==> src/rtl/rtab_pkg.sv <==
package rtab_pkg;
    parameter int unsigned RTAB_STATES = 8;
    parameter int unsigned RTAB_RULES  = 16;
    parameter int unsigned RTAB_IN_W   = 8;
    parameter int unsigned RTAB_VAL_W  = 8;

    // which priority group produced the winning rule
    typedef enum logic [1:0] {
        GRP_NONE  = 2'd0,
        GRP_WILD  = 2'd1,
        GRP_PLAIN = 2'd2
    } rtab_grp_e;
endpackage

==> src/rtl/rtab_tables.sv <==
module rtab_tables #(
    parameter int unsigned NS = rtab_pkg::RTAB_STATES,
    parameter int unsigned NR = rtab_pkg::RTAB_RULES,
    parameter int unsigned IW = rtab_pkg::RTAB_IN_W,
    parameter int unsigned VW = rtab_pkg::RTAB_VAL_W,
    localparam int unsigned SW = (NS > 1) ? $clog2(NS) : 1,
    localparam int unsigned RW = (NR > 1) ? $clog2(NR) : 1,
    localparam int unsigned BW = (IW > 1) ? $clog2(IW) : 1
) (
    input  logic                   clk,
    input  logic                   rst_n,
    input  logic                   st_we,
    input  logic [SW-1:0]          st_addr,
    input  logic [VW-1:0]          st_val,
    input  logic                   rl_we,
    input  logic [RW-1:0]          rl_addr,
    input  logic                   rl_valid,
    input  logic                   rl_wild,
    input  logic [SW-1:0]          rl_old,
    input  logic [SW-1:0]          rl_new,
    input  logic [BW-1:0]          rl_bit,
    input  logic                   rl_inv,
    output logic [NS-1:0]          s_loaded,
    output logic [NS-1:0][VW-1:0]  s_val,
    output logic [NR-1:0]          r_valid,
    output logic [NR-1:0]          r_wild,
    output logic [NR-1:0][SW-1:0]  r_old,
    output logic [NR-1:0][SW-1:0]  r_new,
    output logic [NR-1:0][BW-1:0]  r_bit,
    output logic [NR-1:0]          r_inv
);
    typedef struct packed {
        logic [NS-1:0]         ld;
        logic [NS-1:0][VW-1:0] val;
        logic [NR-1:0]         valid;
        logic [NR-1:0]         wild;
        logic [NR-1:0][SW-1:0] old_s;
        logic [NR-1:0][SW-1:0] new_s;
        logic [NR-1:0][BW-1:0] bsel;
        logic [NR-1:0]         inv;
    } tbl_t;

    tbl_t tbl_d, tbl_q;

    always_comb begin
        tbl_d = tbl_q;
        if (st_we && (int'(st_addr) < int'(NS))) begin
            tbl_d.ld[st_addr]  = 1'b1;
            tbl_d.val[st_addr] = st_val;
        end
        if (rl_we && (int'(rl_addr) < int'(NR))) begin
            tbl_d.valid[rl_addr] = rl_valid;
            tbl_d.wild[rl_addr]  = rl_wild;
            tbl_d.old_s[rl_addr] = rl_old;
            tbl_d.new_s[rl_addr] = rl_new;
            tbl_d.bsel[rl_addr]  = rl_bit;
            tbl_d.inv[rl_addr]   = rl_inv;
        end
    end

    always_ff @(posedge clk or negedge rst_n) begin
        if (!rst_n) tbl_q <= '0;
        else        tbl_q <= tbl_d;
    end

    assign s_loaded = tbl_q.ld;
    assign s_val    = tbl_q.val;
    assign r_valid  = tbl_q.valid;
    assign r_wild   = tbl_q.wild;
    assign r_old    = tbl_q.old_s;
    assign r_new    = tbl_q.new_s;
    assign r_bit    = tbl_q.bsel;
    assign r_inv    = tbl_q.inv;

    // a state write is visible from the following cycle
    a_r2_state_load: assert property (@(posedge clk) disable iff (!rst_n)
        (st_we && (int'(st_addr) < int'(NS))) |=>
            (s_loaded[$past(st_addr)] && (s_val[$past(st_addr)] == $past(st_val))));

    // a rule write stores its valid flag as given
    a_r10_rule_valid: assert property (@(posedge clk) disable iff (!rst_n)
        (rl_we && (int'(rl_addr) < int'(NR))) |=> (r_valid[$past(rl_addr)] == $past(rl_valid)));
endmodule

==> src/rtl/rtab_match.sv <==
module rtab_match #(
    parameter int unsigned NS = rtab_pkg::RTAB_STATES,
    parameter int unsigned NR = rtab_pkg::RTAB_RULES,
    parameter int unsigned IW = rtab_pkg::RTAB_IN_W,
    localparam int unsigned SW = (NS > 1) ? $clog2(NS) : 1,
    localparam int unsigned BW = (IW > 1) ? $clog2(IW) : 1
) (
    input  logic [IW-1:0]          in_vec,
    input  logic [SW-1:0]          cur,
    input  logic                   active,
    input  logic [NS-1:0]          s_loaded,
    input  logic [NR-1:0]          r_valid,
    input  logic [NR-1:0]          r_wild,
    input  logic [NR-1:0][SW-1:0]  r_old,
    input  logic [NR-1:0][SW-1:0]  r_new,
    input  logic [NR-1:0][BW-1:0]  r_bit,
    input  logic [NR-1:0]          r_inv,
    output logic [NR-1:0]          cond_out,
    output logic [NR-1:0]          match
);
    for (genvar g = 0; g < NR; g++) begin : g_rule
        logic cnd;
        logic src_ok;
        logic dst_ok;
        always_comb begin
            cnd         = in_vec[r_bit[g]] ^ r_inv[g];
            src_ok      = r_wild[g] | (r_old[g] == cur);
            dst_ok      = s_loaded[r_new[g]];
            cond_out[g] = r_valid[g] & cnd;
            match[g]    = cond_out[g] & active & src_ok & dst_ok;
        end
    end
endmodule

==> src/rtl/rtab_pick.sv <==
module rtab_pick
    import rtab_pkg::*;
#(
    parameter int unsigned NR = rtab_pkg::RTAB_RULES,
    localparam int unsigned RW = (NR > 1) ? $clog2(NR) : 1
) (
    input  logic           clk,
    input  logic           rst_n,
    input  logic [NR-1:0]  match,
    input  logic [NR-1:0]  wild,
    output logic           hit,
    output logic [RW-1:0]  idx,
    output rtab_grp_e      grp
);
    logic          w_hit, p_hit;
    logic [RW-1:0] w_idx, p_idx;

    // downward scan leaves the lowest matching index in each group
    always_comb begin
        w_hit = 1'b0;
        p_hit = 1'b0;
        w_idx = '0;
        p_idx = '0;
        for (int i = NR - 1; i >= 0; i--) begin
            if (match[i] && wild[i]) begin
                w_hit = 1'b1;
                w_idx = RW'(i);
            end
            if (match[i] && !wild[i]) begin
                p_hit = 1'b1;
                p_idx = RW'(i);
            end
        end
    end

    always_comb begin
        hit = w_hit | p_hit;
        idx = w_hit ? w_idx : p_idx;
        grp = w_hit ? GRP_WILD : (p_hit ? GRP_PLAIN : GRP_NONE);
    end

    // a plain winner only when no wildcard rule matches
    a_r4_wild_first: assert property (@(posedge clk) disable iff (!rst_n)
        (grp == GRP_PLAIN) |-> ((match & wild) == '0));

    // the winner is one of the matching rules, and none is picked without a match
    a_r5_single_winner: assert property (@(posedge clk) disable iff (!rst_n)
        hit |-> match[idx]);
    a_r6_no_match_no_hit: assert property (@(posedge clk) disable iff (!rst_n)
        (match == '0) |-> (!hit && grp == GRP_NONE));
endmodule

==> src/rtl/rtab_fsm.sv <==
module rtab_fsm #(
    parameter int unsigned NS = rtab_pkg::RTAB_STATES,
    parameter int unsigned NR = rtab_pkg::RTAB_RULES,
    parameter int unsigned IW = rtab_pkg::RTAB_IN_W,
    parameter int unsigned VW = rtab_pkg::RTAB_VAL_W,
    localparam int unsigned SW = (NS > 1) ? $clog2(NS) : 1,
    localparam int unsigned RW = (NR > 1) ? $clog2(NR) : 1,
    localparam int unsigned BW = (IW > 1) ? $clog2(IW) : 1
) (
    input  logic           clk,
    input  logic           rst_n,
    input  logic           st_we,
    input  logic [SW-1:0]  st_addr,
    input  logic [VW-1:0]  st_val,
    input  logic           rl_we,
    input  logic [RW-1:0]  rl_addr,
    input  logic           rl_valid,
    input  logic           rl_wild,
    input  logic [SW-1:0]  rl_old,
    input  logic [SW-1:0]  rl_new,
    input  logic [BW-1:0]  rl_bit,
    input  logic           rl_inv,
    input  logic           step_i,
    input  logic [IW-1:0]  in_vec,
    output logic [SW-1:0]  state_idx,
    output logic [VW-1:0]  state_val,
    output logic           active,
    output logic           chg,
    output logic [NR-1:0]  cond_out
);
    import rtab_pkg::*;

    typedef struct packed {
        logic [SW-1:0] idx;
        logic          chg;
    } fsm_t;

    logic [NS-1:0]         s_loaded;
    logic [NS-1:0][VW-1:0] s_val;
    logic [NR-1:0]         r_valid, r_wild, r_inv;
    logic [NR-1:0][SW-1:0] r_old, r_new;
    logic [NR-1:0][BW-1:0] r_bit;
    logic [NR-1:0]         match;
    logic                  hit;
    logic [RW-1:0]         win;
    rtab_grp_e             grp;
    logic                  cfg_wr;
    fsm_t                  fsm_d, fsm_q;

    rtab_tables #(.NS(NS), .NR(NR), .IW(IW), .VW(VW)) u_tables (
        .clk(clk), .rst_n(rst_n),
        .st_we(st_we), .st_addr(st_addr), .st_val(st_val),
        .rl_we(rl_we), .rl_addr(rl_addr), .rl_valid(rl_valid), .rl_wild(rl_wild),
        .rl_old(rl_old), .rl_new(rl_new), .rl_bit(rl_bit), .rl_inv(rl_inv),
        .s_loaded(s_loaded), .s_val(s_val),
        .r_valid(r_valid), .r_wild(r_wild), .r_old(r_old), .r_new(r_new),
        .r_bit(r_bit), .r_inv(r_inv)
    );

    rtab_match #(.NS(NS), .NR(NR), .IW(IW)) u_match (
        .in_vec(in_vec), .cur(fsm_q.idx), .active(active), .s_loaded(s_loaded),
        .r_valid(r_valid), .r_wild(r_wild), .r_old(r_old), .r_new(r_new),
        .r_bit(r_bit), .r_inv(r_inv),
        .cond_out(cond_out), .match(match)
    );

    rtab_pick #(.NR(NR)) u_pick (
        .clk(clk), .rst_n(rst_n),
        .match(match), .wild(r_wild),
        .hit(hit), .idx(win), .grp(grp)
    );

    assign cfg_wr = st_we | rl_we;
    assign active = s_loaded[0];

    always_comb begin
        fsm_d     = fsm_q;
        fsm_d.chg = 1'b0;
        if (cfg_wr) begin
            fsm_d.idx = '0;
        end else if (step_i && hit) begin
            fsm_d.idx = r_new[win];
            fsm_d.chg = 1'b1;
        end
    end

    always_ff @(posedge clk or negedge rst_n) begin
        if (!rst_n) fsm_q <= '0;
        else        fsm_q <= fsm_d;
    end

    assign state_idx = fsm_q.idx;
    assign state_val = s_val[fsm_q.idx];
    assign chg       = fsm_q.chg;

    // any table write sends the machine home and suppresses the step
    a_r7_cfg_home: assert property (@(posedge clk) disable iff (!rst_n)
        (st_we || rl_we) |=> (state_idx == '0 && !chg));

    // no strobe, no write: state unchanged
    a_r6_hold: assert property (@(posedge clk) disable iff (!rst_n)
        (!step_i && !(st_we || rl_we)) |=> $stable(state_idx));

    // a pulse only follows a strobe in a cycle without a write
    a_r8_chg_source: assert property (@(posedge clk) disable iff (!rst_n)
        chg |-> ($past(step_i) && !$past(st_we || rl_we)));

    // with no states loaded the machine sits in slot 0 with no pulse
    a_r9_idle: assert property (@(posedge clk) disable iff (!rst_n)
        !active |-> (state_idx == '0 && !chg));

    // a transition never lands on an unloaded slot
    a_r10_loaded_target: assert property (@(posedge clk) disable iff (!rst_n)
        chg |-> s_loaded[state_idx]);
endmodule

==> config.mk <==
export PLATFORM = sky130hd
export DESIGN_NAME = rtab_fsm
export DESIGN_NICKNAME = d
export VERILOG_FILES = /design/src/rtl/rtab_pkg.sv /design/src/rtl/rtab_tables.sv /design/src/rtl/rtab_match.sv /design/src/rtl/rtab_pick.sv /design/src/rtl/rtab_fsm.sv
export SDC_FILE = /design/constraint.sdc
export NUM_CORES = 1
export LEC_CHECK = 0
export BUFFER_PORTS_ARGS = -buffer_cell sky130_fd_sc_hd__buf_4
export CAP_MARGIN = 25
export CORE_MARGIN = 3
export CORE_UTILIZATION = 66
export CTS_BUF_LIST = sky130_fd_sc_hd__clkbuf_8
export DETAILED_ROUTE_END_ITERATION = 8
export GPL_TIMING_DRIVEN = 0
export PLACE_DENSITY = 0.85
export SLEW_MARGIN = 10
export SYNTH_ARGS = -nofsm -noshare
export SYNTH_HDL_FRONTEND = slang
export SYNTH_HIERARCHICAL = 1
export SYNTH_SLANG_ARGS = --single-unit
export TNS_END_PERCENT = 5
==> constraint.sdc <==
create_clock -name clk -period 5.8 [get_ports clk]
set_input_delay 0.58 -clock clk [delete_from_list [all_inputs] [get_ports clk]]
set_output_delay 0.58 -clock clk [all_outputs]
set_load 0.005 [all_outputs]
==> metrics.cfg <==
[outcome]
outcome = finished clean

[die]
fp.dieH_um = 156
start_util = 0.677
fp.dieArea_um2 = 24400
rows = 54
core_um2 = 22000
fp.dieW_um = 156
pin_count = 69

[setup_path]
path_cells = clkbuf_1 > mux4_2 > mux2i_1 > nor4_1 > a22oi_2 > and4_4 > nand2_4 > xnor2_1 > a211oi_1 > buf_2 > mux4_1 > mux2i_1 > o21ai_0
cpPeakStageDelay_ns = 0.72
critPathMostFrequentCell = mux2i_1
r2r-start = u_tables/s_loaded[3]$_DFFE_PN0P_
timing.rr.end = state_idx[1]$_DFFE_PN0P_
start_kind = register
arrival_ns = 5.53
path_class = register to register
crit_end = state_idx[1]$_DFFE_PN0P_
crit_path_top_delay_cell = nor4_1
required_ns = 6.21
r2r_slack_ns = 0.68
cp_max_fo = 10
cp-startpoint = u_tables/s_loaded[3]$_DFFE_PN0P_
reg2regPathDepth = 13
cp-end-kind = register

[synthesis]
synth_area_um2 = 14900
synth_area_per_cell_um2 = 13.7
yosys_warnings = 6
syn_nets = 1122
syn_inst = 1082

[sta]
setup_ws_ns = 0.684
maxSlewViolCount = 0
fin_crit_sh = 0.882
clock_skew_ns = 0.0355
holdWs_ns = 0.266
tightest_slew_ns = 0.896
hold_viol = 0
rsz0062_at_grt = false
slew_headroom = 0.399
min_period_ns = 5.12
fin_setup_tns_ns = 0
max_freq_mhz = 195
setup_viol = 0

[clock_network]
cts_sinks = 268
cts_tree = yes
cts_made_buffers = 46
ctsResizeCount = 0
clkTransAtPathRegs_ns = 0.06
htreeDepth = 2
clkLatencyLatePin_ns = 0.57
root_buffer = clkbuf_8
cts_buffer_depth = 3

[placed_design]
portBuffers = 65
detailed_place_hpwl_mm = 27.6
preCtsSetupSlack_ns = 0.730
placed_area_um2 = 15800
gp_congestion = 0.982

[route]
vias = 9870
viasPerCell = 6.55
antenna_left = 0
drc = 0
post_drt_wl_per_cell_um = 25.4
dr.pass1.iters = 5
dr.first_iter.drc_count = 948
routed_wl_mm = 38.2

[cells_and_area]
final_core_util = 0.759
fill_cells = 1410
seq_area_um2 = 6710
multi_input_comb_area_um2 = 7730
layout-drive-gt1-share = 0.439
final_area_um2 = 16700
nets = 1238
area_growth_syn_to_layout_pct = 12.1
n_antenna_cell = 0

[grt]
grt_use_total = 0.318
grt_pass1_vias = 10100
grt_max_degree = 103
grt_pass1_wl_mm = 58.6
antenna_found_initial = 0
grt_overflow_total = 0

[power_and_ir_drop]
p_leak_nw = 7.13
p_per_area_nw_per_um2 = 440
peakVddDrop_mv = 0.332

[min_path]
hold_class = input port to register

[run]
cap_violations = 0

## layout make-up
cell class	count	area share
inverters	1	0.000225
plain buffers	80	0.0259
repair buffers	68	0.0336
well taps	280	0.0210
clock buffers	55	0.0454
multi-input cells	733	0.464
flip-flops and latches	268	0.402
clock inverters	22	0.00758
## power by group
part	leakage, nW	internal, mW	switching (mW)
Sequential	3.25	2.30	0.395
Clock	0.516	0.897	0.760
Combinational	3.36	1.61	1.37
Total	7.13	4.80	2.52
## state kept, by name, indices dropped and copies added (netlist names)
signal	flops
u_tables/r_bit	48
chg	1
u_tables/s_val	64
u_tables/r_inv	16
u_tables/r_new	48
u_tables/r_wild	16
u_tables/s_loaded	8
u_tables/r_old	48
u_tables/r_valid	16
state_idx	3
## timing repair
item,in CTS,in global routing
buffers inserted,0,0
hold buffers,1,0
endpoints found under the hold margin,66,0
## layer usage
| layer | part of all wire | global-route usage | vias up |
|---|---|---|---|
| met5 | 0 | 0 | - |
| met4 | 0.045 | 0.135 | 0 |
| met3 | 0.073 | 0.0621 | 109 |
| met2 | 0.47 | 0.498 | 444 |
| met1 | 0.41 | 0.442 | 5037 |
| li1 | - | - | 4280 |
## stage by stage
stage	cells	total power, mW
6_report	1507	7.33
5_1_grt	1507	7.70
4_1_cts	1507	7.34
3_5_place_dp	1429	5.66
3_3_place_gp	1427	5.57
2_1_floorplan	1082	4.77
## layout by cell type (no fill, tap or decap), types with 6 or more instances in the layout
| cell type | count |
|---|---|
| dfrtp_1 | 268 |
| mux2_2 | 252 |
| mux2i_1 | 98 |
| buf_4 | 68 |
| mux4_2 | 55 |
| clkbuf_8 | 55 |
| xnor2_1 | 49 |
| nand2_1 | 36 |
| clkbuf_1 | 28 |
| nor2b_1 | 24 |
| buf_2 | 23 |
| mux2_4 | 21 |
| inv_1 | 19 |
| a31oi_1 | 19 |
| nand2b_1 | 19 |
| clkbuf_2 | 16 |
| xor2_1 | 16 |
| nand3_1 | 12 |
| nor2_1 | 11 |
| buf_6 | 9 |
| nand3b_1 | 9 |
| nor4_1 | 9 |
| nor4_2 | 8 |
| mux4_1 | 7 |
| a22oi_2 | 7 |
| o31ai_1 | 7 |
| o2111ai_1 | 7 |
| o21ai_0 | 6 |
| a21oi_1 | 6 |
## critical path: cells and delay by family, from the launching register on
family / cells / cell delay (ns)
and+or+nand+nor: 3 / 1.07
muxes: 4 / 1.34
DFF: 1 / 0.57
xor gates and xnor gates: 1 / 0.06
buffers and inverters: 2 / 0.93
AOI/OAI and AO/OA: 3 / 0.98
## worst min-delay path by stage
stage	startpoint	end	slack, ns	cells after the start
floorplan	rst_n	chg$_DFF_PN0_	0.28	0
global placement	u_tables/s_val[26]$_DFFE_PN0P_	u_tables/s_val[26]$_DFFE_PN0P_	0.48	1
detailed placement	u_tables/s_val[29]$_DFFE_PN0P_	u_tables/s_val[29]$_DFFE_PN0P_	0.49	1
CTS	st_we	chg$_DFF_PN0_	0.24	2
global route	st_we	chg$_DFF_PN0_	0.26	2
finish	st_we	chg$_DFF_PN0_	0.27	2
No activity file was read; power rests on OpenSTA's default activity.
